**src/rtl/dds_pkg.sv**
```systemverilog
package dds_pkg;

  typedef enum logic [1:0] {
    WAVE_SINE = 2'b00,
    WAVE_TRI  = 2'b01,
    WAVE_SQR  = 2'b10,
    WAVE_MID  = 2'b11
  } wave_e;

  // Sine table entry: offset-binary, centred on mid-scale, swing mid-1.
  function automatic logic [15:0] sine_entry(input int idx, input int depth, input int width);
    real ang;
    real mid;
    int  val;
    mid = real'(1 << (width - 1));
    ang = 2.0 * 3.14159265358979 * real'(idx) / real'(depth);
    val = $rtoi((mid - 1.0) * $sin(ang) + mid + 0.5);
    return 16'(val);
  endfunction

endpackage

```
**src/rtl/dds_accum.sv**
```systemverilog
module dds_accum #(
  parameter int ACC_W = 11
) (
  input  logic             clk,
  input  logic             rst_n,
  input  logic [ACC_W-1:0] freq_word,
  output logic [ACC_W-1:0] phase_q
);
  localparam logic [ACC_W-1:0] STEP_MAX = ACC_W'(1) << (ACC_W - 1);

  logic [ACC_W-1:0] step_eff;
  logic [ACC_W-1:0] phase_d;

  always_comb begin
    step_eff = (freq_word > STEP_MAX) ? STEP_MAX : freq_word;
    phase_d  = phase_q + step_eff;
  end

  always_ff @(posedge clk or negedge rst_n) begin
    if (!rst_n) phase_q <= '0;
    else        phase_q <= phase_d;
  end
endmodule

```
**src/rtl/dds_channel.sv**
```systemverilog
module dds_channel #(
  parameter int W = 8
) (
  input  logic         clk,
  input  logic         rst_n,
  input  logic [W-1:0] addr_i,
  input  logic [W-1:0] ofs_i,
  input  logic [1:0]   wave_sel,
  input  logic [1:0]   amp_code,
  output logic [W-1:0] samp_o
);
  import dds_pkg::*;

  localparam int          DEPTH = 1 << W;
  localparam logic [W-1:0] MID  = W'(1) << (W - 1);

  logic [W-1:0] tbl [DEPTH];
  logic [W-1:0] addr;
  logic [W-1:0] sine_v;
  logic [W-1:0] tri_v;
  logic [W-1:0] sqr_v;
  logic [W-1:0] pick;
  logic [W-1:0] samp_d;

  for (genvar i = 0; i < DEPTH; i++) begin : g_tbl
    assign tbl[i] = W'(sine_entry(i, DEPTH, W));
  end

  always_comb begin
    addr   = addr_i + ofs_i;
    sine_v = tbl[addr];
    tri_v  = addr[W-1] ? {~addr[W-2:0], 1'b0} : {addr[W-2:0], 1'b0};
    sqr_v  = {W{addr[W-1]}};
    unique case (wave_e'(wave_sel))
      WAVE_SINE: pick = sine_v;
      WAVE_TRI:  pick = tri_v;
      WAVE_SQR:  pick = sqr_v;
      default:   pick = MID;
    endcase
    samp_d = (wave_e'(wave_sel) == WAVE_MID) ? MID : (pick >> amp_code);
  end

  always_ff @(posedge clk or negedge rst_n) begin
    if (!rst_n) samp_o <= '0;
    else        samp_o <= samp_d;
  end
endmodule

```
**src/rtl/dds_phase_gen.sv**
```systemverilog
module dds_phase_gen #(
  parameter int ACC_W = 11,
  parameter int W     = 8
) (
  input  logic             clk,
  input  logic             rst_n,
  input  logic [ACC_W-1:0] freq_word,
  input  logic [W-1:0]     phase_ofs,
  input  logic [1:0]       wave_sel,
  input  logic [1:0]       amp_code,
  output logic [W-1:0]     samp_a,
  output logic [W-1:0]     samp_b
);
  localparam int NCH = 2;

  logic [ACC_W-1:0] phase_q;
  logic [W-1:0]     base_addr;
  logic [W-1:0]     ch_samp [NCH];

  dds_accum #(.ACC_W(ACC_W)) u_acc (
    .clk       (clk),
    .rst_n     (rst_n),
    .freq_word (freq_word),
    .phase_q   (phase_q)
  );

  assign base_addr = phase_q[ACC_W-1 -: W];

  for (genvar c = 0; c < NCH; c++) begin : g_ch
    logic [W-1:0] ofs;
    if (c == 0) begin : g_ref
      assign ofs = '0;
    end else begin : g_shift
      assign ofs = phase_ofs;
    end
    dds_channel #(.W(W)) u_ch (
      .clk      (clk),
      .rst_n    (rst_n),
      .addr_i   (base_addr),
      .ofs_i    (ofs),
      .wave_sel (wave_sel),
      .amp_code (amp_code),
      .samp_o   (ch_samp[c])
    );
  end

  assign samp_a = ch_samp[0];
  assign samp_b = ch_samp[1];
endmodule

```
**config.mk**
```make
export PLATFORM = sky130hd
export DESIGN_NAME = dds_phase_gen
export DESIGN_NICKNAME = d
export VERILOG_FILES = /design/src/rtl/dds_pkg.sv /design/src/rtl/dds_accum.sv /design/src/rtl/dds_channel.sv /design/src/rtl/dds_phase_gen.sv
export SDC_FILE = /design/constraint.sdc
export NUM_CORES = 1
export LEC_CHECK = 0
export ABC_CLOCK_PERIOD_IN_PS = 7150
export BUFFER_PORTS_ARGS = -buffer_cell sky130_fd_sc_hd__buf_2
export CELL_PAD_IN_SITES_DETAIL_PLACEMENT = 0
export CELL_PAD_IN_SITES_GLOBAL_PLACEMENT = 2
export CORE_ASPECT_RATIO = 1.1
export CORE_MARGIN = 10
export CORE_UTILIZATION = 27
export DETAILED_ROUTE_END_ITERATION = 10
export PLACE_DENSITY = 0.66
export SETUP_SLACK_MARGIN = 0.15
export SYNTH_ARGS = -nofsm -noshare
export SYNTH_HDL_FRONTEND = slang
export SYNTH_HIERARCHICAL = 1
export SYNTH_SLANG_ARGS = --single-unit
```
**constraint.sdc**
```tcl
create_clock -name clk -period 7.15 [get_ports clk]
set_input_delay 0 -clock clk [delete_from_list [all_inputs] [get_ports clk]]
set_output_delay 0 -clock clk [all_outputs]
set_load 0.02 [all_outputs]
```
**Word-level counts from Yosys, hierarchy flattened**

Memories as Yosys holds them, arrays and structs flattened.
Cells that the tools add are included.

- Bits in read-only memories: 4096
- Logic and storage cells: 31
- Bits in registers: 27
- Input bits: 25
- Memories kept: 2
- Output and inout port bits: 16

Memories:

| memory | words | bits a word | read ports | clocked after Yosys merged registers in | write ports | RTL line | RTL |
|---|---|---|---|---|---|---|---|
| (no name shown) | 256 | 8 | 1 | 0 | 0 | dds_channel.sv:31 | `sine_v = tbl[addr];` |
| (no name shown) | 256 | 8 | 1 | 0 | 0 | dds_channel.sv:31 |  |

- $lt $le $gt $ge: 3
- Shift operators: 2
- Bitwise operators: 4
- Reductions and logical operators: 1
- Muxes and demuxes: 11
- Eq/ne operators: 3
- Add/sub/neg operators: 2

Operators with widths:

| operator | count |
|---|---|
| two-way mux 8 bit | 8 |
| one-hot mux 8 bit (3 select lines) | 2 |
| >= comparator 9 bit, second input constant | 2 |
| inverter 8 -> 9 bit | 2 |
| right shift 8 x 2 -> 8 bit | 2 |
| inverter 7 bit | 2 |
| adder 11 bit | 1 |
| greater-than comparator 11 bit, second input constant | 1 |
| two-way mux 11 bit | 1 |
| adder 8 bit | 1 |
| == test 2 bit, second input constant | 2 |
| == test 2 x 1 -> 1 bit, second input constant | 1 |
| logical NOT 2 bit | 1 |

**Logic depth before layout (Yosys ltp)**

- Word-level depth: 8
- Gate-level depth with buffers: 17
- Mapped depth without buffers: 14

**Hierarchy**

Netlist, hierarchy kept.

By module, submodules not included:

| module | area an instance (µm²) | seq. area each (µm²) | instances | cells an instance |
|---|---|---|---|---|
| dds_channel (g_ch[0].u_ch) | 3739.8 | 200.2 | 1 | 523 |
| dds_channel (g_ch[1].u_ch) | 3444.6 | 200.2 | 1 | 488 |
| dds_accum | 790.8 | 275.3 | 1 | 78 |
| dds_phase_gen | 3.8 | 0.0 | 1 | 1 |

**Least setup slack after synthesis**

No wires, ideal clock.

- Path kind: flip-flop to flip-flop
- Start: reg u_acc.phase_q[3]
- End: reg g_ch[1].u_ch.samp_o[0]
- Arrival: 3.520 ns
- Data required time: 7.005 ns
- Period minus slack after synthesis: 3.665 ns
- Library setup time: 0.145 ns
- Buffers on the path: 2
- Stages on the path, launching flop included: 15
- Setup slack: 3.485 ns
- Path through: dfrtp_1 ha_1 inv_1 fa_1 clkbuf_1 inv_1 ha_1 clkbuf_1 nand2_1 a31oi_1 a221oi_1 mux2_2 a221o_1 a211oi_1 a311oi_1

- Longest elaborated chain between the ends: 8
- Elaborated cells between the ends (all ways): 10
- Those cells by class: add/sub: 1; shift: 1; mux: 5; bitwise: 2; memory: 1

Ends and longest elaborated chain:

| item | RTL line | RTL |
|---|---|---|
| start: declaration | dds_accum.sv:7 | `output logic [ACC_W-1:0] phase_q` |
| start signal: assignment | dds_accum.sv:21 | `else phase_q <= phase_d;` |
| adder 8 bit (*) | dds_channel.sv:30 | `addr = addr_i + ofs_i;` |
| inverter 8 -> 9 bit (not written as such) | dds_channel.sv:31 |  |
| memory read (256 x 8 bit) | - |  |
| two-way mux 8 bit (not written as such) (2 in a row) | dds_channel.sv:31 |  |
| one-hot mux 8 bit (3 select lines) (*) | dds_channel.sv:34 | `unique case (wave_e'(wave_sel))` |
| right shift 8 x 2 -> 8 bit (*) | dds_channel.sv:40 | `samp_d = (wave_e'(wave_sel) == WAVE_MID) ? MID : (pick >> amp_code);` |
| two-way mux 8 bit (*) | dds_channel.sv:40 |  |
| via g_ch[1].u_ch.samp_d[0] | dds_channel.sv:23 | `logic [W-1:0] samp_d;` |
| end signal: assignment | dds_channel.sv:45 | `else samp_o <= samp_d;` |
| end: declaration | dds_channel.sv:10 | `output logic [W-1:0] samp_o` |

The timed path passes the listed nets; every way through them passes the cells marked *. The select of a mux whose other input is x is not followed.

**Final worst setup path**

Ends and elaborated chain as after synthesis.

==> metrics.txt <==
# TYPE chip_impl_metric gauge
chip_impl_info{name="status",value="complete, no violations"} 1
chip_impl_metric{name="maxClockFrequency",unit="MHz"} 219.5
chip_impl_metric{name="gp_congestion",unit=""} 0.8950
chip_impl_metric{name="tightest_slew",unit="ps"} 1089
chip_impl_info{name="tritoncts_clock_tree",value="yes"} 1
chip_impl_metric{name="ctsResizeCount",unit=""} 0
chip_impl_metric{name="layout_min_cycle_time",unit="ps"} 4555
chip_impl_metric{name="crit_required",unit="ps"} 7290
chip_impl_metric{name="floorplan.die.width",unit="µm"} 183.9
chip_impl_metric{name="final_period_util",unit="%"} 63.71
chip_impl_metric{name="antenna_found_initial",unit=""} 0
chip_impl_metric{name="timing.final.max_slew_violations",unit=""} 0
chip_impl_metric{name="grt_util_all_layers",unit="%"} 17.05
chip_impl_metric{name="synthesis.instances",unit=""} 1090
chip_impl_metric{name="tns",unit="ps"} 0
chip_impl_metric{name="synth_edf_count",unit=""} 0
chip_impl_metric{name="timing.final.setup_violations",unit=""} 0
chip_impl_info{name="synth.largest_area_cell",value="sky130_fd_sc_hd__dfrtp_1"} 1
chip_impl_metric{name="holdWs",unit="ps"} 70.98
chip_impl_metric{name="cts.hold.buffers_added",unit=""} 1
chip_impl_metric{name="detailedRoute.firstPassIterationCount",unit=""} 6
chip_impl_metric{name="post-cts-setup-buffers",unit=""} 0
chip_impl_metric{name="cts_inserted_buffers",unit=""} 3
chip_impl_info{name="end_kind",value="flop"} 1
chip_impl_info{name="min_delay_worst_endpoint",value="u_acc/phase_q[0]"} 1
chip_impl_metric{name="vias",unit=""} 8939
chip_impl_metric{name="crit_path_max_fanout",unit=""} 44
chip_impl_metric{name="min_path_cells",unit=""} 3
chip_impl_metric{name="synth-seq-cells",unit=""} 27
chip_impl_metric{name="worst-r2r-setup-slack",unit="ps"} 2590
chip_impl_info{name="worst_hold_startpoint",value="freq_word[0]"} 1
chip_impl_metric{name="syn_area",unit="µm²"} 7979
chip_impl_metric{name="drive_above_1_share",unit="%"} 12.70
chip_impl_metric{name="multi_input_gate_area_in_the_final_layout",unit="µm²"} 6599
chip_impl_metric{name="n_fill_cell",unit=""} 3232
chip_impl_metric{name="die-height",unit="µm"} 200.3
chip_impl_metric{name="detail_route.wirelength",unit="µm"} 32540
chip_impl_metric{name="worstSkewPairLatency",unit="ps"} 280
chip_impl_metric{name="yosysTopAreaCellShare",unit="%"} 8.468
chip_impl_metric{name="skew",unit="ps"} 5.749
chip_impl_metric{name="drv.max_cap_violation_count",unit=""} 0
chip_impl_info{name="critical_path.startpoint_type",value="flop"} 1
chip_impl_metric{name="critPathArrivalTime",unit="ps"} 4700
chip_impl_info{name="ys.flop_type",value="sky130_fd_sc_hd__dfrtp_1"} 1
chip_impl_metric{name="ff_latch_area",unit="µm²"} 675.6
chip_impl_metric{name="slew-limit-headroom",unit="%"} 27.14
chip_impl_metric{name="via_count_of_the_first_global_routing_pass",unit=""} 8705
chip_impl_metric{name="ys.warnings.count",unit=""} 6
chip_impl_metric{name="grt_first_pass_wirelength",unit="µm"} 51600
chip_impl_info{name="critical_path.reg2reg.startpoint",value="u_acc/phase_q[3]"} 1
chip_impl_metric{name="ioPinCount",unit=""} 41
chip_impl_metric{name="detail_route.vias_per_cell",unit=""} 6.317
chip_impl_metric{name="syn_to_final_growth",unit="%"} 3.622
chip_impl_info{name="ys_top_cells_by_area",value="sky130_fd_sc_hd__dfrtp_1, sky130_fd_sc_hd__ha_1, sky130_fd_sc_hd__nand2_1, sky130_fd_sc_hd__a21oi_1, sky130_fd_sc_hd__nor2_1"} 1
chip_impl_metric{name="drt.antenna.violating_nets",unit=""} 0
chip_impl_metric{name="detail_route.drc_violations",unit=""} 0
chip_impl_metric{name="antennaDiodeCount",unit=""} 0
chip_impl_metric{name="num-nets-final",unit=""} 1120
chip_impl_info{name="path_class",value="flop to flop"} 1
chip_impl_info{name="cts_root_buf",value="sky130_fd_sc_hd__clkbuf_16"} 1
chip_impl_metric{name="synth.lib_cells_used.distinct",unit=""} 112
chip_impl_metric{name="path_clk_slew",unit="ps"} 70
chip_impl_info{name="holdCritPathClass",value="input pin to flop"} 1
chip_impl_metric{name="cts_sinks",unit=""} 27
chip_impl_metric{name="htreeDepth",unit=""} 1
chip_impl_metric{name="reg2reg_depth",unit=""} 13
chip_impl_metric{name="initial_util",unit="%"} 27.56
chip_impl_metric{name="ys_seq_area_share",unit="%"} 8.468
chip_impl_metric{name="final_util",unit="%"} 28.56
chip_impl_info{name="critical-path-slowest-cell",value="sky130_fd_sc_hd__xnor2_4"} 1
chip_impl_metric{name="placement.io_buffers",unit=""} 40
chip_impl_info{name="crit-reg2reg-capture",value="g_ch[1].u_ch/samp_o[0]"} 1
chip_impl_metric{name="std_cell_rows",unit=""} 65
chip_impl_metric{name="wl_per_cell",unit="µm"} 23.00
chip_impl_metric{name="largest_net_degree_at_the_start_of_global_routing",unit=""} 45
chip_impl_metric{name="grt-ovfl-total",unit=""} 0
chip_impl_metric{name="hold_viol_final",unit=""} 0
chip_impl_metric{name="async_reset_ff_share",unit="%"} 100.0
chip_impl_metric{name="cts_buffer_depth",unit=""} 2
chip_impl_metric{name="slowest_delay",unit="ps"} 740
chip_impl_info{name="rsz_0062_raised_after_global_routing",value="false"} 1
chip_impl_metric{name="core",unit="µm²"} 28950
chip_impl_metric{name="dr.first_iter.drc_count",unit=""} 1079
chip_impl_metric{name="detailed_placer_s_ending_hpwl",unit="µm"} 22870
chip_impl_metric{name="die-area",unit="µm²"} 36840
chip_impl_metric{name="synthesized_area_divided_by_synthesized_cell_count",unit="µm²"} 7.320
chip_impl_info{name="critical_path.cell_chain",value="ha_1 -> inv_1 -> fa_1 -> xnor2_4 -> inv_2 -> nor2_1 -> o22ai_1 -> a21oi_1 -> a31oi_1 -> mux2_2 -> a221o_1 -> a211oi_1 -> a311oi_1"} 1
[placed cells by master, fill, tap and decap left out, drive strengths merged, types with 11 or more instances in the layout]
cell,instances
nor2b,19
o22ai,17
xnor2,29
nor3,46
and3,12
a211o,11
a221oi,18
a31oi,28
o21ai,81
inv,29
nor2,88
nand3,39
mux2i,12
ha,44
dfrtp,27
buf,56
o211ai,32
a311oi,11
nand2b,11
nor4,11
a21oi,68
a211oi,34
nand2,90
o2111ai,18
o221ai,13
[routing by layer]
layer	global-route usage [%]	part of all wire (%)
met1	22.54	43
met2	27.71	47
met3	1.682	5.9
met4	6.649	3.7
met5	0	0
[worst max-delay path, delay by kind of cell, from the launching register on]
family,cells,cell delay [ps]
mux,1,280
compound gates,6,1090
fa+ha+maj,2,790
simple gates,1,450
flops,1,390
buf+inv,2,640
xor+xnor,1,740
[cell type report]
type	count	share of cell area, %
clock buffer	3	0.9080
multi-input combinational	927	79.81
sequential	27	8.172
clock inverter	1	0.09080
inverter	32	1.453
timing repair buffer	57	3.995
tap	368	5.569
[stage by stage]
stage	area (µm²)	setup WS [ps]	std cells
floorplan	8009	3485	1098
global placement	8175	2642	1410
detailed placement	8175	2635	1410
CTS	8268	2615	1415
global route	8268	2322	1415
finish	8268	2595	1415
[cells by family (layout without fill, tap and decap cells)]
kind of cell,count (synthesis),after routing,share of synthesized area (%)
AO/OA/AOI/OAI,460,460,43.66
AND/OR/NAND/NOR,358,358,22.85
buffers and inverters,144,93,9.503
adder cells (fa/ha/maj),47,47,7.653
XOR/XNOR,37,37,5.708
flip-flops,27,27,8.468
multiplexers,16,16,2.117
other,1,9,0.04700
[cells in the mapped netlist, drive strengths merged (28+ instances only)]
library cell / n
a21oi: 68
nor2: 88
nand2: 90
xnor2: 29
nand3: 39
a31oi: 28
o211ai: 32
nor3: 46
buf: 74
ha: 44
inv: 29
o21ai: 81
clkbuf: 38
a211oi: 34
[state kept, by name, summed over array words and instances, names as in the netlist]
register          flops
g_ch.u_ch/samp_o     16
u_acc/phase_q        11
[how the worst max path moves through the flow]
| stage | startpoint | endpoint | slack, ps |
|---|---|---|---|
| after floorplan | u_acc/phase_q[3] | g_ch[1].u_ch/samp_o[0] | 3490 |
| after global placement | u_acc/phase_q[3] | g_ch[1].u_ch/samp_o[0] | 2640 |
| after detailed placement | u_acc/phase_q[3] | g_ch[1].u_ch/samp_o[0] | 2640 |
| after CTS | u_acc/phase_q[3] | g_ch[1].u_ch/samp_o[0] | 2620 |
| after global routing | u_acc/phase_q[3] | g_ch[1].u_ch/samp_o[0] | 2320 |
| final | u_acc/phase_q[3] | g_ch[1].u_ch/samp_o[0] | 2590 |
Power is left out: the tool's default activity adds up to more than one toggle a clock period on the data nets, which glitch-free logic cannot reach.
